==> src/rtl/fcs_pkg.sv <==
package fcs_pkg;
    typedef enum logic [3:0] {
        ST_IDLE, ST_ODT_OFF, ST_WAIT_SRE, ST_SWITCH,
        ST_WAIT_SRX, ST_WAIT_XP, ST_MRW, ST_WAIT_DLL
    } fcs_state_e;

    typedef enum logic [2:0] {
        OP_NOP     = 3'd0,
        OP_PDE     = 3'd1,
        OP_SRE     = 3'd2,
        OP_EXIT    = 3'd3,
        OP_DLL_RST = 3'd4,
        OP_MRW     = 3'd5
    } fcs_op_e;
endpackage

==> src/rtl/fcs_wait_timer.sv <==
module fcs_wait_timer #(
    parameter int W = 8
) (
    input  logic         clk,
    input  logic         rst,
    input  logic         load_i,
    input  logic [W-1:0] val_i,
    output logic         zero_o
);
    logic [W-1:0] cnt_d, cnt_q;

    always_comb begin
        cnt_d = cnt_q;
        if (load_i)
            cnt_d = val_i;
        else if (cnt_q != '0)
            cnt_d = cnt_q - 1'b1;
    end

    always_ff @(posedge clk) begin
        if (rst) cnt_q <= '0;
        else     cnt_q <= cnt_d;
    end

    assign zero_o = (cnt_q == '0);

    // an expired wait stays expired until the next load
    assert_hold_at_zero_R5: assert property (@(posedge clk) disable iff (rst)
        (zero_o && !load_i) |=> zero_o);
endmodule

==> src/rtl/fcs_mrw_pick.sv <==
module fcs_mrw_pick #(
    parameter int DW = 16,
    parameter int N  = 3,
    parameter int IW = 2
) (
    input  logic [N*DW-1:0] list_i,
    input  logic [IW-1:0]   idx_i,
    output logic [DW-1:0]   data_o
);
    logic [DW-1:0] ent [N];

    for (genvar g = 0; g < N; g++) begin : g_unpack
        assign ent[g] = list_i[g*DW +: DW];
    end

    always_comb begin
        data_o = '0;
        for (int k = 0; k < N; k++)
            if (idx_i == IW'(k)) data_o = ent[k];
    end
endmodule

==> src/rtl/freq_change_seq.sv <==
module freq_change_seq
    import fcs_pkg::*;
#(
    parameter int CNT_W   = 8,
    parameter int MRW_W   = 16,
    parameter int MRW_MAX = 3,
    localparam int IDX_W  = $clog2(MRW_MAX + 1)
) (
    input  logic                     clk,
    input  logic                     rst,
    input  logic                     req,
    input  logic                     mode_sr,
    input  logic                     dev_precharged,
    input  logic                     odt_req,
    input  logic [CNT_W-1:0]         t_cksre,
    input  logic [CNT_W-1:0]         t_cksrx,
    input  logic [CNT_W-1:0]         t_xp,
    input  logic [CNT_W-1:0]         t_dll,
    input  logic [IDX_W-1:0]         mrw_cnt,
    input  logic [MRW_MAX*MRW_W-1:0] mrw_list,
    input  logic                     clk_stable,
    output logic                     clk_sw_req,
    output logic                     cke,
    output logic                     odt,
    output logic                     cmd_vld,
    output logic [2:0]               cmd_op,
    output logic [MRW_W-1:0]         cmd_data,
    output logic                     busy,
    output logic                     done,
    output logic                     err
);
    typedef struct packed {
        fcs_state_e       st;
        logic [IDX_W-1:0] idx;
        logic             cke;
        logic             odt;
        logic             busy;
        logic             done;
        logic             err;
        logic             sw;
        logic             cmd_vld;
        fcs_op_e          op;
        logic [MRW_W-1:0] data;
    } regs_t;

    localparam regs_t RST_VAL = '{st: ST_IDLE, idx: '0, cke: 1'b1, odt: 1'b0,
                                  busy: 1'b0, done: 1'b0, err: 1'b0, sw: 1'b0,
                                  cmd_vld: 1'b0, op: OP_NOP, data: '0};

    regs_t            q, d;
    logic             tmr_load, tmr_zero;
    logic [CNT_W-1:0] tmr_val;
    logic [MRW_W-1:0] pick_data;

    fcs_wait_timer #(.W(CNT_W)) u_timer (
        .clk(clk), .rst(rst), .load_i(tmr_load), .val_i(tmr_val), .zero_o(tmr_zero)
    );

    fcs_mrw_pick #(.DW(MRW_W), .N(MRW_MAX), .IW(IDX_W)) u_pick (
        .list_i(mrw_list), .idx_i(q.idx), .data_o(pick_data)
    );

    always_comb begin
        d         = q;
        d.done    = 1'b0;
        d.err     = 1'b0;
        d.cmd_vld = 1'b0;
        d.op      = OP_NOP;
        d.data    = '0;
        tmr_load  = 1'b0;
        tmr_val   = '0;
        case (q.st)
            ST_IDLE: begin
                d.odt = odt_req;
                if (req) begin
                    if (dev_precharged) begin
                        d.st   = ST_ODT_OFF;
                        d.busy = 1'b1;
                        d.odt  = 1'b0;
                    end else begin
                        d.err = 1'b1;
                    end
                end
            end
            ST_ODT_OFF: begin
                d.cke     = 1'b0;
                d.cmd_vld = 1'b1;
                d.op      = mode_sr ? OP_SRE : OP_PDE;
                tmr_load  = 1'b1;
                tmr_val   = t_cksre;
                d.st      = ST_WAIT_SRE;
            end
            ST_WAIT_SRE: begin
                if (tmr_zero) begin
                    d.sw = 1'b1;
                    d.st = ST_SWITCH;
                end
            end
            ST_SWITCH: begin
                if (clk_stable) begin
                    d.sw     = 1'b0;
                    tmr_load = 1'b1;
                    tmr_val  = t_cksrx;
                    d.st     = ST_WAIT_SRX;
                end
            end
            ST_WAIT_SRX: begin
                if (tmr_zero) begin
                    d.cke     = 1'b1;
                    d.cmd_vld = 1'b1;
                    d.op      = OP_EXIT;
                    tmr_load  = 1'b1;
                    tmr_val   = t_xp;
                    d.st      = ST_WAIT_XP;
                end
            end
            ST_WAIT_XP: begin
                if (tmr_zero) begin
                    d.cmd_vld = 1'b1;
                    d.op      = OP_DLL_RST;
                    d.idx     = '0;
                    if (mrw_cnt == '0) begin
                        tmr_load = 1'b1;
                        tmr_val  = t_dll;
                        d.st     = ST_WAIT_DLL;
                    end else begin
                        d.st = ST_MRW;
                    end
                end
            end
            ST_MRW: begin
                d.cmd_vld = 1'b1;
                d.op      = OP_MRW;
                d.data    = pick_data;
                if (q.idx + 1'b1 == mrw_cnt) begin
                    tmr_load = 1'b1;
                    tmr_val  = t_dll;
                    d.st     = ST_WAIT_DLL;
                end else begin
                    d.idx = q.idx + 1'b1;
                end
            end
            ST_WAIT_DLL: begin
                if (tmr_zero) begin
                    d.done = 1'b1;
                    d.busy = 1'b0;
                    d.st   = ST_IDLE;
                end
            end
            default: d = RST_VAL;
        endcase
    end

    always_ff @(posedge clk) begin
        if (rst) q <= RST_VAL;
        else     q <= d;
    end

    assign clk_sw_req = q.sw;
    assign cke        = q.cke;
    assign odt        = q.odt;
    assign cmd_vld    = q.cmd_vld;
    assign cmd_op     = q.op;
    assign cmd_data   = q.data;
    assign busy       = q.busy;
    assign done       = q.done;
    assign err        = q.err;

    // termination is off for the whole sequence
    assert_odt_off_busy_R2: assert property (@(posedge clk) disable iff (rst)
        busy |-> !odt);
    // clock enable low whenever the clock may be switching
    assert_cke_low_switch_R4: assert property (@(posedge clk) disable iff (rst)
        clk_sw_req |-> !cke);
    // switch request held until the generator reports stable
    assert_sw_hold_R3: assert property (@(posedge clk) disable iff (rst)
        (clk_sw_req && !clk_stable) |=> clk_sw_req);
    // completion is a single-cycle pulse
    assert_done_pulse_R8: assert property (@(posedge clk) disable iff (rst)
        done |=> !done);
    // a refusal never coincides with activity
    assert_err_idle_R10: assert property (@(posedge clk) disable iff (rst)
        err |-> (!busy && !cmd_vld));
    // requests while busy raise no error
    assert_ignore_busy_R11: assert property (@(posedge clk) disable iff (rst)
        (busy && req) |=> !err);
endmodule

==> config.mk <==
export PLATFORM = sky130hd
export DESIGN_NAME = freq_change_seq
export DESIGN_NICKNAME = d
export VERILOG_FILES = /design/src/rtl/fcs_pkg.sv /design/src/rtl/fcs_wait_timer.sv /design/src/rtl/fcs_mrw_pick.sv /design/src/rtl/freq_change_seq.sv
export SDC_FILE = /design/constraint.sdc
export NUM_CORES = 1
export LEC_CHECK = 0
export ABC_AREA = 1
export BUFFER_PORTS_ARGS = -buffer_cell sky130_fd_sc_hd__buf_2
export CORE_MARGIN = 2
export CORE_UTILIZATION = 47
export CTS_BUF_LIST = sky130_fd_sc_hd__clkbuf_8
export DETAILED_ROUTE_END_ITERATION = 10
export PLACE_DENSITY = 0.85
export SYNTH_ARGS = -nofsm -noshare
export SYNTH_HDL_FRONTEND = slang
export SYNTH_SLANG_ARGS = --single-unit
==> constraint.sdc <==
create_clock -name clk -period 5.3 [get_ports clk]
set_input_delay 0.53 -clock clk [delete_from_list [all_inputs] [get_ports clk]]
set_output_delay 0.53 -clock clk [all_outputs]
set_load 0.01 [all_outputs]
==> key figures, run 1 <==
Timing
  – Min Clock Period, post-route: 2.08 ns
  – Final period util: 39.2%
  – F_max: 481 MHz
  – Setup-failing EPs final: 0
  – Worst Tran Pin Value: 1.02 ns
  – Max_slew headroom: 31.8%
  – Max-slew violation count: 0
  – Worst-case clock skew: 0.00373 ns
  – Setup TNS: 0 ns
  – Unrepaired setup endpoints after global routing: false
  – Hold Vio Cnt, Final: 0

Finish
  – Layout cells sized above 1: 33.2%
  – Multi-input logic area: 1260 sq um
  – Post-layout net count: 539
  – Seq. cell area: 781 sq um
  – N_diodes: 0
  – Non-Filler Instances: 513
  – Area grow syn2layout: 22.2%
  – Filler cells: 451

GRT
  – First-pass GRT wire length: 9380 um
  – Largest net degree at the start of global routing: 19
  – Vias in the first global route: 2292
  – GRT Resource Usage Total: 21.3%
  – Global route total overflow: 0
  – Antenna violations before repair: 0

Power and ir drop
  – Clk pwr share: 17.9%
  – Sw frac: 41.1%
  – Gate power share: 46.3%
  – Reg power frac: 35.8%
  – Pint: 0.619 mW
  – Sw power: 0.432 mW
  – Pwr dens: 360 nW/um^2
  – Leakage Power: 1.52 nW
  – VDD IR-drop max: 204 uV

Synthesis
  – Post-synthesis cell area: 2380 sq um
  – Main area contributors after synthesis: dfxtp_1 (33%), nand2_1 (11%), a21oi_1 (9.2%)
  – Syn avg cell area: 6.72 sq um
  – Primary FF master, synth: dfxtp_1
  – Most numerous cell in the Yosys netlist: nand2_1
  – Seq/Total Area, Yosys: 32.7%
  – Synth cell count leaders: nand2_1 (70), a21oi_1 (44), nor2_1 (43), dfxtp_1 (39), inv_1 (27)
  – Biggest area consumer among synthesized cells: dfxtp_1
  – Yosys cell types: 29
  – Syn_nets: 449
  – #FFs+latches synth: 39
  – Synth async-reset ratio: 0%
  – Synthesis Warnings: 0
  – Top cell type's share of synthesized area: 32.7%
  – Post-Syn Instances: 355
  – Number of synthesized flops with an enable pin: 0

Critical path
  – Worst EP required: 5.52 ns
  – Cell Chain, Critical Path: inv_1 > ha_1 > nor2_1 > a221oi_1 > nor2_1
  – Worst setup path class: register to register
  – Startpoint types: register
  – Critical path arrival: 2.30 ns
  – CP endpoint kind: register
  – CP peak stage delay: 0.86 ns
  – Worst-path fanout max: 17
  – Most numerous cell on the critical path: nor2_1
  – Critical path's slowest cell: nor2_1

Clocking
  – TritonCTS clock tree: yes
  – Postcts setup bufs: 0
  – Clock tree buffer depth: 2
  – Root Buffer: clkbuf_8
  – Cts repair resizes: 0
  – CTS Buf Count: 5
  – CTS clock-pin slew for the worst setup and hold paths: 0.07 ns
  – H-Tree Depth: 2
  – CTS hold repair buffers: 0
  – Sink Count: 39
  – Clk_lat worst skew: 0.29 ns

Floorplan
  – Starting Density: 49.5%
  – Io pins: 115
  – Core Area: 4820 sq um
  – Die area: 5660 sq um
  – FP Rows: 25
  – Die X: 75.2 um
  – Die height: 75.2 um

Run
  – Total of max-cap violations: 0

Route
  – WL/cell: 11.5 um
  – Vias/cell: 5.05
  – Number of routed nets with antenna violations: 0
  – # DRC: 0
  – DR vias: 2591
  – DR pass1 iterations: 4
  – DRT iter0 DRCs: 70
  – Final WL: 5920 um

Placed design
  – Hpwl dp: 4700 um
  – Gpl congestion: 0.849
  – I/O Buffers: 114
  – Inst Count DP: 505

Status
  – Status: finished clean

Min path
  – Hold crit path type: input port to register
-- flip-flops by register name, indices dropped and copies added, names as in the netlist --
register	flops
cke	1
cmd_op	3
u_timer.cnt_q	8
q	5
err	1
odt	1
busy	1
done	1
cmd_data	16
cmd_vld	1
clk_sw_req	1
-- cell families (layout without fill, tap and decap cells) --
| kind of cell | count (synthesis) | in the layout | synth area share, % |
|---|---|---|---|
| buffers and inverters | 67 | 158 | 14.3 |
| AOI/OAI and AO/OA | 78 | 78 | 17.7 |
| DFF | 39 | 39 | 32.7 |
| and+or+nand+nor | 162 | 162 | 31.2 |
| xor gates and xnor gates | 4 | 4 | 1.47 |
| adders and majority gates | 5 | 5 | 2.62 |
-- stage by stage --
| step | util, % | power (mW) | setup WS, ns | area [sq um] | hold WS [ns] |
|---|---|---|---|---|---|
| global route | 60.5 | 1.15 | 3.06 | 2910 | 0.423 |
| floorplan | - | 0.759 | 3.63 | 2380 | 0.456 |
| detailed placement | 58.8 | 0.865 | 3.26 | 2830 | 0.454 |
| global placement | 58.8 | 0.850 | 3.35 | 2830 | 0.451 |
| finish | 60.5 | 1.05 | 3.22 | 2910 | 0.426 |
| CTS | 60.5 | 1.06 | 3.23 | 2910 | 0.411 |
-- cell usage in the layout (no fill, tap or decap), drive strengths merged --
| cell | instances |
|---|---|
| buf | 114 |
| nand2 | 77 |
| nor2 | 50 |
| a21oi | 44 |
| dfxtp | 39 |
| inv | 38 |
| nand3 | 28 |
| o21ai | 24 |
| ha | 5 |
| clkbuf | 5 |
| a22oi | 4 |
| a221oi | 3 |
| nor3 | 3 |
| xnor2 | 2 |
| a31oi | 2 |
| nand3b | 2 |
| xor2 | 2 |
| nand4 | 1 |
| or2 | 1 |
| a41oi | 1 |
| clkinv | 1 |
-- power by group through the flow --
stage / sequential [mW] / combinational (mW) / clock (mW)
2_1_floorplan: 0.374 / 0.386 / 0
3_3_place_gp: 0.380 / 0.470 / 0
3_5_place_dp: 0.382 / 0.483 / 0
4_1_cts: 0.376 / 0.486 / 0.195
5_1_grt: 0.383 / 0.560 / 0.207
6_report: 0.376 / 0.486 / 0.188
-- layer usage --
metal	up-vias	track usage (%)	wire, um
met5	-	0	0
met4	0	7.99	106
met3	11	4.95	623
met1	1120	24.3	2510
li1	1326	-	-
met2	134	38.6	2680
-- final timing paths --
kind         cells after the start            from      endpoint  slack (ns)
max                              5           q[27]  cmd_data[14]        3.22
min                              2  dev_precharged           err        0.43
max reg2reg                      5           q[27]  cmd_data[14]        3.22
min reg2reg                      2             odt           odt        0.46
-- critical path, delay by kind of cell (launching register included) --
family	cells	cell delay, ns
compound gates	1	0.19
fa+ha+maj	1	0.39
buf+inv	1	0.07
flops	1	0.36
simple gates	2	1.01
-- cell type report --
| type | instances | area share, % |
|---|---|---|
| clock buffer | 5 | 2.36 |
| sequential | 39 | 26.8 |
| inverter | 36 | 4.64 |
| timing repair buffer | 114 | 19.6 |
| tap | 67 | 2.88 |
| clock inverter | 3 | 0.429 |
| multi-input combinational | 249 | 43.3 |
Note: power is estimated with default switching activity, not from simulation.
==> run 2, diff against run 1 <==
ABC_AREA = 0   (was 1)
CORE_UTILIZATION = 43   (was 47)
PLACE_DENSITY = 0.83   (was 0.85)
clock period = 1.85 ns   (was 5.3 ns; I/O delays follow)
==> key figures, run 2 <==
Status
  – Status: finished clean

Timing
  – Unrepaired setup endpoints after global routing: true
  – Max_slew headroom: 61.7%
  – Final period util: 99.1%
  – Min Clock Period, post-route: 1.83 ns
  – Max-slew violation count: 0
  – Worst Tran Pin Value: 0.572 ns
  – Setup-failing EPs final: 0
  – Hold Vio Cnt, Final: 0
  – WHS: 0.115 ns
  – Post-route setup slack: 0.0161 ns
  – Worst-case clock skew: 0.0196 ns
  – F_max: 545 MHz

Synthesis
  – Top cell type's share of synthesized area: 34.5%
  – Seq/Total Area, Yosys: 34.5%
  – #FFs+latches synth: 39
  – Syn_nets: 376
  – Number of synthesized flops with an enable pin: 0
  – Post-synthesis cell area: 2260 sq um
  – Main area contributors after synthesis: dfxtp_1 (35%), buf_4 (7.3%), a21oi_1 (7.1%)
  – Syn avg cell area: 8.02 sq um
  – Yosys cell types: 46
  – Biggest area consumer among synthesized cells: dfxtp_1
  – Synth cell count leaders: nor2_1 (42), dfxtp_1 (39), a21oi_1 (32), buf_4 (22), a22oi_1 (16)
  – Synthesis Warnings: 0
  – Most numerous cell in the Yosys netlist: nor2_1
  – Post-Syn Instances: 282
  – Synth async-reset ratio: 0%
  – Primary FF master, synth: dfxtp_1

Clocking
  – Sink Count: 39
  – H-Tree Depth: 2
  – CTS clock-pin slew for the worst setup and hold paths: 0.10 ns
  – Clock tree buffer depth: 2
  – TritonCTS clock tree: yes
  – CTS Buf Count: 5
  – Root Buffer: clkbuf_8
  – Clk_lat worst skew: 0.31 ns

Run
  – Total of max-cap violations: 0

Route
  – Number of routed nets with antenna violations: 0
  – Vias/cell: 5.53
  – DR vias: 2604
  – DR pass1 iterations: 5
  – WL/cell: 15.0 um
  – # DRC: 0
  – Final WL: 7040 um
  – DRT iter0 DRCs: 214

Finish
  – Max FFs per register: 16
  – Commonest cells after routing, fill and taps aside: buf_2 (114), nor2_1 (42), dfxtp_1 (35)
  – N_diodes: 0
  – Layout cells sized above 1: 46.9%
  – Multi-input logic area: 1320 sq um
  – Seq. cell area: 786 sq um
  – Post-layout net count: 494
  – Filler cells: 429
  – Area grow syn2layout: 41.4%
  – Commonest non-fill, non-tap cell in the layout: buf_2

Min path
  – Hold Crit Depth: 3
  – Hold path startpoint: mrw_list[46]
  – Hold crit path type: input port to register
  – Hold Path End: cmd_data[14]

Floorplan
  – Starting Density: 44.3%
  – Die height: 76.5 um
  – Die X: 76.5 um
  – Die area: 5860 sq um
  – Io pins: 115
  – Core Area: 5110 sq um
  – FP Rows: 26

Critical path
  – CP bufs+invs: 2
  – CP endpoint kind: register
  – Top delay family on crit path: compound AO/OA/AOI/OAI gates
  – R2R Setup Slk: 0.02 ns
  – Critical path's slowest cell: dfxtp_2
  – Cell Chain, Critical Path: inv_2 > ha_4 > xnor2_2 > nand4bb_1 > o21ai_4 > buf_6 > a222oi_1 > a21oi_1
  – Worst setup path class: register to register
  – R2R Path End: u_timer.cnt_q[2]
  – Worst EP required: 2.04 ns
  – Critical path arrival: 2.02 ns
  – FF-to-FF Start: q[26]
  – Worst-path fanout max: 7
  – Worst Reg2Reg Path Length in Cells: 8
  – CP peak stage delay: 0.36 ns
  – Startpoint types: register

GRT
  – Grt peak-use layer: met2
  – Met3 usage: 4.38%
  – Vias in the first global route: 2346
  – Global route total overflow: 0
  – M2 GR Usage: 37.3%
  – Antenna violations before repair: 0
  – Largest net degree at the start of global routing: 33
  – First-pass GRT wire length: 10900 um
  – GRT met1 Usage: 29.5%
  – GRT Resource Usage Total: 22.6%

Placed design
  – I/O Buffers: 114
  – Gpl congestion: 0.929
  – Dpl ws: -0.0588 ns
  – Hpwl dp: 4820 um

Power and ir drop
  – VDD IR-drop max: 543 uV
  – Pwr dens: 1070 nW/um^2
  – Leakage Power: 1.53 nW
## run 2: worst min-delay path, cell delays in order
cell	delay (ns)
buf_2	0.08
a21oi_1	0.05
nor2_1	0.07
## run 2: kinds of logic (layout without fill, tap and decap cells)
logic type	count (synthesis)	count (layout)	synth area share [%]
flops	39	39	34.5
fa+ha+maj	5	5	2.77
buf+inv	45	164	11.2
compound gates	87	87	26.9
simple gates	98	98	21.6
xor+xnor	8	8	3.10
## run 2: routing by layer
layer | vias up | part of all wire, %
met5 | - | 0
met4 | 0 | 3.0
met3 | 26 | 9.1
met2 | 172 | 46
met1 | 1160 | 42
li1 | 1246 | -
## run 2: worst max path at each step
stage,startpoint,endpoint,slack [ns],depth (start not counted)
after floorplan,q[26],u_timer.cnt_q[7],0.001,7
after detailed placement,q[26],u_timer.cnt_q[1],-0.06,7
after global routing,q[27],u_timer.cnt_q[5],-0.06,8
after CTS,q[26],u_timer.cnt_q[4],0.007,7
after global placement,u_timer.cnt_q[0],u_timer.cnt_q[6],0.01,7
final,q[26],u_timer.cnt_q[2],0.02,8
## run 2: timing repair
item,in CTS,in global routing
hold buffers,0,0
cloned,0,0
buffers inserted,1,9
hold endpoints to repair,0,0
gates resized for setup,7,22
setup endpoints to repair,22,13
pin swaps,4,11
## run 2: area by class of cell
| cell class | count | share of cell area (%) |
|---|---|---|
| clock buffer | 5 | 2.15 |
| clock inverter | 3 | 2.23 |
| inverter | 6 | 0.704 |
| multi-input combinational | 198 | 41.1 |
| sequential | 39 | 24.6 |
| tap | 70 | 2.74 |
| timing repair buffer | 150 | 26.5 |
## run 2: through the flow
step	cell area, sq um	std cells	TNS [ns]	power (mW)	utilization [%]
2_1_floorplan	2260	282	0	1.81	-
3_3_place_gp	2890	453	0	2.23	56.5
3_5_place_dp	2890	453	-0.306	2.26	56.5
4_1_cts	3070	462	0	3.19	60.1
5_1_grt	3200	471	-0.130	3.57	62.6
6_report	3200	471	0	3.41	62.6
## run 2: power by group
group	internal, mW	total [mW]	switching (mW)
logic	0.742	1.49	0.751
registers	0.931	1.03	0.103
clock network	0.548	0.881	0.334
total	2.22	3.41	1.19
==> run 3, diff against run 2 <==
CORE_ASPECT_RATIO = 0.5   (was default)
==> key figures, run 3 (synthesis results as in run 2) <==
Power and ir drop
  – Pwr dens: 978 nW/um^2
  – Power Total: 3.01 mW
  – Leakage Power: 1.46 nW
  – VDD IR-drop max: 568 uV

Route
  – Final WL: 6300 um
  – Met2 WL: 3010 um
  – # DRC: 0
  – Met3 WL: 485 um
  – DRT iter0 DRCs: 175
  – DR vias: 2429
  – Vias/cell: 5.29
  – Routed met1 length: 2770 um
  – DR pass1 iterations: 7
  – WL/cell: 13.7 um
  – Top sig layer: met4
  – Number of routed nets with antenna violations: 0

Clocking
  – Clock tree buffer depth: 2
  – CTS clock-pin slew for the worst setup and hold paths: 0.08 ns
  – Sink Count: 39
  – TritonCTS clock tree: yes
  – CTS Buf Count: 5
  – CTS hold repair buffers: 0
  – H-Tree Depth: 2
  – Clk_lat worst skew: 0.29 ns
  – Postcts setup bufs: 0
  – Root Buffer: clkbuf_8

GRT
  – Largest net degree at the start of global routing: 33
  – GRT Resource Usage Total: 20.9%
  – First-pass GRT wire length: 10200 um
  – Antenna violations before repair: 0
  – Vias in the first global route: 2358
  – Global route total overflow: 0

Floorplan
  – Die height: 55.3 um
  – FP Rows: 18
  – Die X: 107 um
  – Core Area: 5000 sq um
  – Die area: 5890 sq um
  – Starting Density: 45.2%
  – Io pins: 115

Timing
  – Setup-failing EPs final: 0
  – Worst Tran Pin Value: 0.442 ns
  – Unrepaired setup endpoints after global routing: true
  – Final period util: 95.5%
  – Max-slew violation count: 0
  – Min Clock Period, post-route: 1.77 ns
  – Worst-case clock skew: 0.00322 ns
  – Hold Vio Cnt, Final: 0
  – Max_slew headroom: 70.5%
  – F_max: 566 MHz

Finish
  – Post-layout net count: 482
  – Commonest cells after routing, fill and taps aside: buf_2 (114), nor2_1 (42), dfxtp_1 (37)
  – Layout cells sized above 1: 42.9%
  – Design area: 3080 sq um
  – Area grow syn2layout: 36.1%
  – Max FFs per register: 16
  – N_diodes: 0
  – Filler cells: 441
  – Commonest non-fill, non-tap cell in the layout: buf_2

Critical path
  – Worst-path fanout max: 3
  – CP peak stage delay: 0.58 ns
  – Critical path arrival: 1.98 ns
  – Worst EP required: 2.06 ns
  – Cell Chain, Critical Path: buf_4 > or4_1 > nor4_2 > xor2_1 > nand2_1 > a221oi_2
  – Startpoint types: register
  – CP endpoint kind: register
  – Worst setup path class: register to register
  – Critical path's slowest cell: or4_1

Placed design
  – I/O Buffers: 114
  – Placement Cell Area: 2880 sq um
  – Hpwl dp: 4720 um
  – Gpl congestion: 0.855

Min path
  – Hold crit path type: input port to register

Status
  – Status: finished clean

Run
  – Total of max-cap violations: 0
run 3: repair_timing:
action	4_1_cts	5_1_grt
setup endpoints to repair	7	9
resized for setup	6	14
pin swaps	4	1
cloned	0	1
run 3: path summary, 6_finish.rpt:
kind | from | to | slack, ns | cells past startpoint
worst max-delay path | u_timer.cnt_q[0] | u_timer.cnt_q[7] | 0.08 | 6
worst min-delay path | mrw_list[42] | cmd_data[10] | 0.12 | 3
worst max register to register | u_timer.cnt_q[0] | u_timer.cnt_q[7] | 0.08 | 6
worst min register to register | odt | odt | 0.48 | 2
run 3: area by class of cell:
type / count / area, sq um / area share, %
multi-input cells: 199 / 1330 / 43.2
flip-flops and latches: 39 / 783 / 25.4
repair buffers: 137 / 756 / 24.5
clock buffers: 7 / 96.3 / 3.13
well taps: 70 / 87.6 / 2.84
inverters: 6 / 22.5 / 0.731
clock inverters: 1 / 3.75 / 0.122
run 3: critical path: cells and delay by family, from the launching register on:
kind	cells	cell delay [ns]
XOR/XNOR	1	0.17
flip-flops	1	0.32
AO/OA/AOI/OAI	1	0.21
AND/OR/NAND/NOR	3	0.86
buffers and inverters	1	0.14
run 3: where the power goes:
group          switching, mW  total [mW]  leakage [nW]  internal (mW)
sequential            0.0936        1.02         0.318          0.930
clock                  0.295       0.630        0.0557          0.335
combinational          0.675        1.36          1.09          0.684
total                   1.06        3.01          1.46           1.95
run 3: routing by layer:
layer	GRT usage, %	vias up
met5	0	-
met4	5.01	0
met3	4.84	4
met2	37.4	106
met1	25.4	1093
li1	-	1226
run 3: metrics by stage:
step / setup TNS (ns) / hold WS, ns / setup WS (ns) / util, % / std cells
after detailed placement: -0.264 / 0.420 / -0.105 / 57.5 / 450
after floorplan: 0 / 0.275 / 0.00129 / - / 282
after global routing: -0.0355 / 0.118 / -0.0236 / 61.6 / 459
final: 0 / 0.124 / 0.0832 / 61.6 / 459
after global placement: 0 / 0.417 / 0.00946 / 57.5 / 450
after CTS: 0 / 0.117 / 0.0289 / 60.2 / 458
